**src/rtl/kpd_pkg.sv**
```systemverilog
package kpd_pkg;
  localparam int NUM_COLS = 4;
  localparam int NUM_ROWS = 4;
  localparam int COL_W    = $clog2(NUM_COLS);
  localparam int ROW_W    = $clog2(NUM_ROWS);
  localparam int CODE_W   = COL_W + ROW_W;

  // key number from row and column: row*4 + column
  function automatic logic [CODE_W-1:0] key_number(input logic [ROW_W-1:0] row,
                                                   input logic [COL_W-1:0] col);
    return {row, col};
  endfunction

  // printable legend of a key number
  function automatic logic [7:0] key_legend(input logic [CODE_W-1:0] code);
    logic [7:0] ch;
    case (code)
      4'd0:  ch = "1";
      4'd1:  ch = "2";
      4'd2:  ch = "3";
      4'd3:  ch = "A";
      4'd4:  ch = "4";
      4'd5:  ch = "5";
      4'd6:  ch = "6";
      4'd7:  ch = "B";
      4'd8:  ch = "7";
      4'd9:  ch = "8";
      4'd10: ch = "9";
      4'd11: ch = "C";
      4'd12: ch = "*";
      4'd13: ch = "0";
      4'd14: ch = "#";
      default: ch = "D";
    endcase
    return ch;
  endfunction
endpackage

```
**src/rtl/kpd_row_sync.sv**
```systemverilog
module kpd_row_sync #(
  parameter int WIDTH = 4
) (
  input  logic             clk,
  input  logic             rst_n,
  input  logic [WIDTH-1:0] async_i,
  output logic [WIDTH-1:0] sync_o
);
  logic [WIDTH-1:0] stage1_q;
  logic [WIDTH-1:0] stage2_q;

  // idle level of pulled-up rows is all ones
  always_ff @(posedge clk or negedge rst_n) begin
    if (!rst_n) begin
      stage1_q <= '1;
      stage2_q <= '1;
    end else begin
      stage1_q <= async_i;
      stage2_q <= stage1_q;
    end
  end

  assign sync_o = stage2_q;
endmodule

```
**src/rtl/kpd_col_seq.sv**
```systemverilog
module kpd_col_seq
  import kpd_pkg::*;
#(
  parameter int SETTLE_CYC = 4
) (
  input  logic                clk,
  input  logic                rst_n,
  output logic [NUM_COLS-1:0] col_n_o,
  output logic [COL_W-1:0]    col_idx_o,
  output logic                step_o,
  output logic                scan_end_o
);
  localparam int CNT_W = $clog2(SETTLE_CYC + 1) + 1;
  localparam logic [COL_W-1:0] LAST_COL = COL_W'(NUM_COLS - 1);

  logic [CNT_W-1:0] settle_q;
  logic [COL_W-1:0] col_q;

  assign step_o     = (settle_q == CNT_W'(SETTLE_CYC));
  assign scan_end_o = step_o && (col_q == '0);
  assign col_idx_o  = col_q;

  always_ff @(posedge clk or negedge rst_n) begin
    if (!rst_n) begin
      settle_q <= '0;
      col_q    <= LAST_COL;
    end else if (step_o) begin
      settle_q <= '0;
      col_q    <= (col_q == '0) ? LAST_COL : col_q - 1'b1;
    end else begin
      settle_q <= settle_q + 1'b1;
    end
  end

  for (genvar c = 0; c < NUM_COLS; c++) begin : g_drive
    assign col_n_o[c] = (col_q != COL_W'(c));
  end
endmodule

```
**src/rtl/kpd_scan_collect.sv**
```systemverilog
module kpd_scan_collect
  import kpd_pkg::*;
(
  input  logic                clk,
  input  logic                rst_n,
  input  logic                step_i,
  input  logic                scan_end_i,
  input  logic [COL_W-1:0]    col_idx_i,
  input  logic [NUM_ROWS-1:0] rows_n_i,
  output logic                res_valid_o,
  output logic                res_hit_o,
  output logic [CODE_W-1:0]   res_code_o
);
  logic                found_q;
  logic [CODE_W-1:0]   code_q;
  logic                hit_now;
  logic [ROW_W-1:0]    row_sel;

  assign hit_now = |(~rows_n_i);

  // lowest active row wins inside one column
  always_comb begin
    row_sel = '0;
    for (int r = NUM_ROWS - 1; r >= 0; r--) begin
      if (!rows_n_i[r]) row_sel = ROW_W'(r);
    end
  end

  always_ff @(posedge clk or negedge rst_n) begin
    if (!rst_n) begin
      found_q     <= 1'b0;
      code_q      <= '0;
      res_valid_o <= 1'b0;
      res_hit_o   <= 1'b0;
      res_code_o  <= '0;
    end else begin
      res_valid_o <= 1'b0;
      if (step_i) begin
        if (scan_end_i) begin
          res_valid_o <= 1'b1;
          res_hit_o   <= found_q | hit_now;
          res_code_o  <= found_q ? code_q : key_number(row_sel, col_idx_i);
          found_q     <= 1'b0;
          code_q      <= '0;
        end else if (!found_q && hit_now) begin
          found_q <= 1'b1;
          code_q  <= key_number(row_sel, col_idx_i);
        end
      end
    end
  end
endmodule

```
**src/rtl/kpd_debounce.sv**
```systemverilog
module kpd_debounce
  import kpd_pkg::*;
#(
  parameter int DEBOUNCE_SCANS = 3
) (
  input  logic              clk,
  input  logic              rst_n,
  input  logic              res_valid_i,
  input  logic              res_hit_i,
  input  logic [CODE_W-1:0] res_code_i,
  output logic              key_valid_o,
  output logic [CODE_W-1:0] key_code_o,
  output logic              press_pulse_o
);
  localparam int CW = $clog2(DEBOUNCE_SCANS + 1);
  localparam logic [CW-1:0] LIMIT = CW'(DEBOUNCE_SCANS);

  logic [CW-1:0]     press_cnt_q;
  logic [CW-1:0]     rel_cnt_q;
  logic [CODE_W-1:0] cand_q;
  logic [CW-1:0]     press_nxt;

  assign press_nxt = (press_cnt_q != '0 && res_code_i == cand_q) ? press_cnt_q + 1'b1
                                                                 : CW'(1);

  always_ff @(posedge clk or negedge rst_n) begin
    if (!rst_n) begin
      press_cnt_q   <= '0;
      rel_cnt_q     <= '0;
      cand_q        <= '0;
      key_valid_o   <= 1'b0;
      key_code_o    <= '0;
      press_pulse_o <= 1'b0;
    end else begin
      press_pulse_o <= 1'b0;
      if (res_valid_i) begin
        if (!key_valid_o) begin
          if (res_hit_i) begin
            cand_q <= res_code_i;
            if (press_nxt == LIMIT) begin
              key_valid_o   <= 1'b1;
              key_code_o    <= res_code_i;
              press_pulse_o <= 1'b1;
              press_cnt_q   <= '0;
              rel_cnt_q     <= '0;
            end else begin
              press_cnt_q <= press_nxt;
            end
          end else begin
            press_cnt_q <= '0;
          end
        end else begin
          if (res_hit_i) begin
            rel_cnt_q <= '0;
          end else if (rel_cnt_q + 1'b1 == LIMIT) begin
            key_valid_o <= 1'b0;
            key_code_o  <= '0;
            rel_cnt_q   <= '0;
          end else begin
            rel_cnt_q <= rel_cnt_q + 1'b1;
          end
        end
      end
    end
  end
endmodule

```
**src/rtl/kpd_matrix_scanner.sv**
```systemverilog
module kpd_matrix_scanner
  import kpd_pkg::*;
#(
  parameter int SETTLE_CYC     = 4,
  parameter int DEBOUNCE_SCANS = 3
) (
  input  logic       clk,
  input  logic       rst_n,
  input  logic [3:0] row_n_i,
  output logic [3:0] col_n_o,
  output logic       key_valid_o,
  output logic [3:0] key_code_o,
  output logic [7:0] key_char_o,
  output logic       press_pulse_o
);
  // named internal events, visible to the checker
  logic [NUM_ROWS-1:0] rows_sync;
  logic [COL_W-1:0]    col_idx;
  logic                col_step;
  logic                scan_end;
  logic                scan_res_valid;
  logic                scan_res_hit;
  logic [CODE_W-1:0]   scan_res_code;

  kpd_row_sync #(.WIDTH(NUM_ROWS)) u_sync (
    .clk     (clk),
    .rst_n   (rst_n),
    .async_i (row_n_i),
    .sync_o  (rows_sync)
  );

  kpd_col_seq #(.SETTLE_CYC(SETTLE_CYC)) u_cols (
    .clk        (clk),
    .rst_n      (rst_n),
    .col_n_o    (col_n_o),
    .col_idx_o  (col_idx),
    .step_o     (col_step),
    .scan_end_o (scan_end)
  );

  kpd_scan_collect u_collect (
    .clk         (clk),
    .rst_n       (rst_n),
    .step_i      (col_step),
    .scan_end_i  (scan_end),
    .col_idx_i   (col_idx),
    .rows_n_i    (rows_sync),
    .res_valid_o (scan_res_valid),
    .res_hit_o   (scan_res_hit),
    .res_code_o  (scan_res_code)
  );

  kpd_debounce #(.DEBOUNCE_SCANS(DEBOUNCE_SCANS)) u_deb (
    .clk           (clk),
    .rst_n         (rst_n),
    .res_valid_i   (scan_res_valid),
    .res_hit_i     (scan_res_hit),
    .res_code_i    (scan_res_code),
    .key_valid_o   (key_valid_o),
    .key_code_o    (key_code_o),
    .press_pulse_o (press_pulse_o)
  );

  assign key_char_o = key_valid_o ? key_legend(key_code_o) : 8'h00;
endmodule

```
**config.mk**
```make
export PLATFORM = sky130hd
export DESIGN_NAME = kpd_matrix_scanner
export DESIGN_NICKNAME = d
export VERILOG_FILES = /design/src/rtl/kpd_pkg.sv /design/src/rtl/kpd_row_sync.sv /design/src/rtl/kpd_col_seq.sv /design/src/rtl/kpd_scan_collect.sv /design/src/rtl/kpd_debounce.sv /design/src/rtl/kpd_matrix_scanner.sv
export SDC_FILE = /design/constraint.sdc
export NUM_CORES = 1
export LEC_CHECK = 0
export ABC_AREA = 1
export ABC_CLOCK_PERIOD_IN_PS = 1600
export BUFFER_PORTS_ARGS = -buffer_cell sky130_fd_sc_hd__buf_2
export CORE_ASPECT_RATIO = 0.7
export CORE_UTILIZATION = 57
export CTS_CLUSTER_DIAMETER = 40
export DETAILED_ROUTE_END_ITERATION = 10
export GPL_TIMING_DRIVEN = 1
export PLACE_DENSITY = 0.82
export REMOVE_ABC_BUFFERS = 1
export SLEW_MARGIN = 20
export SYNTH_ARGS = -nofsm -noshare
export SYNTH_HDL_FRONTEND = slang
export SYNTH_SLANG_ARGS = --single-unit
```
**constraint.sdc**
```tcl
create_clock -name clk -period 1.6 [get_ports clk]
set_input_delay 0.32 -clock clk [delete_from_list [all_inputs] [get_ports clk]]
set_output_delay 0.32 -clock clk [all_outputs]
set_load 0.1 [all_outputs]
```
==> results.md <==
* Ys Warns at 0
* Worst reg2reg path depth at 9
* Initial drt markers at between 300 and 400
* Max cap viols at 0
* Met2 routed WL at between 3 and 4 mm
* Final worst path period share at 133.2%
* Clock network fraction of total power at about 42%
* Critical Path Source Type: register
* Antenna violations before repair at 0
* Hpwl dp at slightly above 3 mm
* HP Start: row_n_i[3]
* Final worst setup slack at -530.9 ps
* Final setup violating endpoints at 19
* CP startpoint: u_deb.key_code_o[0]
* Worst vdd ir at between 0.6 and 0.7 mV
* Gate Count Post-Synth at 225
* Clock Latency Late Sink at 310 ps
* WL met1 at between 2 and 3 mm
* Slew headroom at 65.75%
* Pin count of the biggest net entering global routing at 22
* Data arrival time of the critical path at 1810 ps
* Failing checks: negative setup slack
* Crit path cell chain: inv_2, ha_4, inv_1, o21ai_0, a21oi_2, nor2_2, buf_12
* DR vias/cell at between 6 and 7
* Reg2reg start: u_cols.settle_q[0]
* DRC Markers at 0
* Gr usage total at between 30% and 40%
* Hold depth at 1
* Post-Syn Area at 1979 um2
* Post-Route WL at 7.895 mm
* Pins Over Slew Limit at 0
* Switching power share of the total at 25.38%
* Leakage at 1.429 nW
* Vias in the first global route at 1,944
* Net Sw Power at 598.7 uW
* PortBufs at 22
* Clock tree sinks at 39
* Rows at 17
* Yosys reg bits at 39
* Cell Pwr Density at just under 800 nW/um2
* Critical Path Stages at 7
* Status: finished with violations
* Internal power at about 1.8 mW
* Detailed-route wire length per cell at 23.92 um
* Post-layout nets at 301
* Worst-path clk slew at 80 ps
* CTS tree: built
* TritonRoute pass-1 iters at 8
* Die Y at between 50 and 60 um
* Share of cells above drive strength 1 at 48.41%
* Sequential Power Share at 45.1%
* Bufs on Longest Clock Path at 2
* Largest fanout on the critical path at 2
* Overflow after GRT at 0
* Final Critical Period at ~2100 ps
* Root buf cell: clkbuf_8
* Via count at 2,141
* H-tree levels at 2
* Worst setup EP type: output port
* First-pass GRT wire length at 9.639 mm
* CP top delay family: flip-flops
* Critical Path RT at 1280 ps
* Die width at 72.44 um
* Post-route ant nets at 0
* Total power at 2.359 mW
* Worst min-delay path class: in2reg
* Io pins at 24
* Diodes inserted at 0
* Logic pwr share at 12.8%
* Netlist cell types at 30
* RSZ-0062 raised after global routing: true
* Fmax at between 0.4 and 0.5 GHz
* Hold slack final at 101.7 ps
* Seq/Total Area, Yosys at between 40% and 50%
* Gpl congestion at 0.8544
* Max incr delay on CP at ~400 ps
* Worst Path Buf+Inv at 3
* Max Used Layer: met4
* Hold Fails Final Rpt at 0
* Synthesis-to-layout area growth at 54.30%
* Met3 WL at 921 um
* Clock skew at between 10 and 15 ps
* Slew @ Worst Pin at ~510 ps
* Starting density of the core at 61.22%
* Worst path slowest cell: dfrtp_1
* Fillers at 92
* Die ar. at between 3000 and 4000 um2
* Avg Inst Size Synth at 8.797 um2
* CTS Buf Count at 5
* Core ar. at around 3200 um2
* Worst setup path class: reg2out
==> sequential cells by signal, summed over array words and instances (netlist names), 2 cells and up <==
name and flops:
u_deb.key_code_o 4, u_collect.res_code_o 4, u_cols.settle_q 4, u_deb.cand_q 4, u_collect.code_q 4, u_cols.col_idx_o 2
u_sync.stage1_q 4, u_sync.sync_o 4, u_deb.press_cnt_q 2, u_deb.rel_cnt_q 2
==> logic make-up (layout without fill, tap and decap cells) <==
kind of cell | count (synthesis) | in the layout | synth area share, %
compound gates | 38 | 38 | 10.68
other cells | 1 | 1 | 0.1895
xor+xnor | 2 | 2 | 0.8851
fa+ha+maj | 13 | 13 | 8.218
simple gates | 89 | 89 | 21.37
flops | 39 | 39 | 49.94
buf+inv | 43 | 101 | 8.723
==> metal layers <==
metal | up-vias | global-route usage, %
met4 | 0 | 25.82
met2 | 217 | 55.92
met3 | 88 | 9.862
li1 | 825 | -
met1 | 1011 | 45.13
met5 | - | 0
==> worst register-to-register path, delay by kind of cell, from the launching register on <==
family | cells | cell delay (ps)
DFF | 1 | 420
buffers and inverters | 2 | 170
adders and majority gates | 1 | 210
and+or+nand+nor | 6 | 790
==> power groups by stage <==
stage          Sequential, mW  Combinational [mW]  Clock, mW
2_1_floorplan            1.08               0.122          0
5_1_grt                  1.06               0.320       1.03
4_1_cts                  1.06               0.199      0.983
3_5_place_dp             1.08               0.188          0
6_report                 1.06               0.301      0.993
3_3_place_gp             1.07               0.180          0
==> cells in the mapped netlist (all sizes together) <==
cell | count | area [um2]
xor2 | 1 | 8.760
xnor2 | 1 | 8.760
nand3 | 12 | 70.07
a221oi | 1 | 8.760
o211ai | 2 | 15.01
dfrtp | 29 | 725.7
a211oi | 1 | 7.510
conb | 1 | 3.750
buf | 3 | 22.52
a21oi | 9 | 45.04
nor3 | 2 | 10.01
nor2 | 22 | 105.1
o22ai | 3 | 18.77
a21boi | 1 | 7.510
o21ai | 20 | 100.1
o22a | 1 | 8.760
dfstp | 10 | 262.8
nand4 | 2 | 18.77
inv | 40 | 150.2
or2 | 1 | 6.260
nand2 | 50 | 212.7
ha | 13 | 162.7
==> placed cells by master (no fill, tap or decap), types with 2 or more instances in the layout <==
cell	Yosys	final
nor3_1	2	2
o21ai_1	4	6
dfstp_2	10	10
ha_4	0	11
nor2_2	3	5
bufinv_16	0	2
nor2_1	17	11
o22ai_1	3	3
nand2_1	44	36
nand2_2	4	10
buf_2	0	6
clkbuf_8	0	5
buf_12	0	16
nand3_1	10	10
inv_1	32	20
nand2_4	2	3
inv_2	8	14
o211ai_1	2	2
dfrtp_1	29	28
a21oi_2	0	3
nor2_4	2	6
buf_6	0	8
a21oi_1	9	5
buf_4	3	21
inv_4	0	6
o21ai_0	16	12
==> cell type report <==
class | count | area [um2] | area share [%]
multi-input combinational | 143 | 1092 | 35.76
sequential | 39 | 989.7 | 32.40
timing repair buffer | 53 | 615.6 | 20.16
inverter | 40 | 165.2 | 5.408
clock buffer | 6 | 72.57 | 2.376
clock inverter | 2 | 60.06 | 1.966
tap | 47 | 58.81 | 1.925
==> final timing paths <==
| path | end | slack, ps |
|---|---|---|
| setup / recovery | key_char_o[2] | -530 |
| hold / removal | u_sync.stage1_q[3] | 100 |
| setup reg to reg | u_collect.code_q[2] | -90 |
| hold reg to reg | u_sync.sync_o[2] | 360 |
| max in group asynchronous | u_deb.rel_cnt_q[1] | 510 |
| min in group asynchronous | u_collect.res_code_o[3] | 540 |
==> repair_timing <==
item,4_1_cts,5_1_grt
endpoints found under the hold margin,9,0
buffers inserted,12,9
pin swaps,11,12
gates cloned,0,0
resized for setup,50,46
endpoints found under the setup margin,10,32
hold buffers,1,0
==> through the flow <==
step | setup TNS, ps | setup slack [ps] | utilization [%] | area, um2 | cells
after floorplan | -19760 | -2795 | - | 1957 | 222
after global placement | -209.1 | -115.5 | 74.81 | 2419 | 304
after detailed placement | -346.3 | -186.6 | 74.81 | 2419 | 304
after CTS | -2021 | -348.5 | 87.46 | 2828 | 324
after global routing | -4903 | -543.5 | 94.47 | 3054 | 330
final | -3539 | -530.9 | 94.47 | 3054 | 330
(Power assumes the default switching activity.)
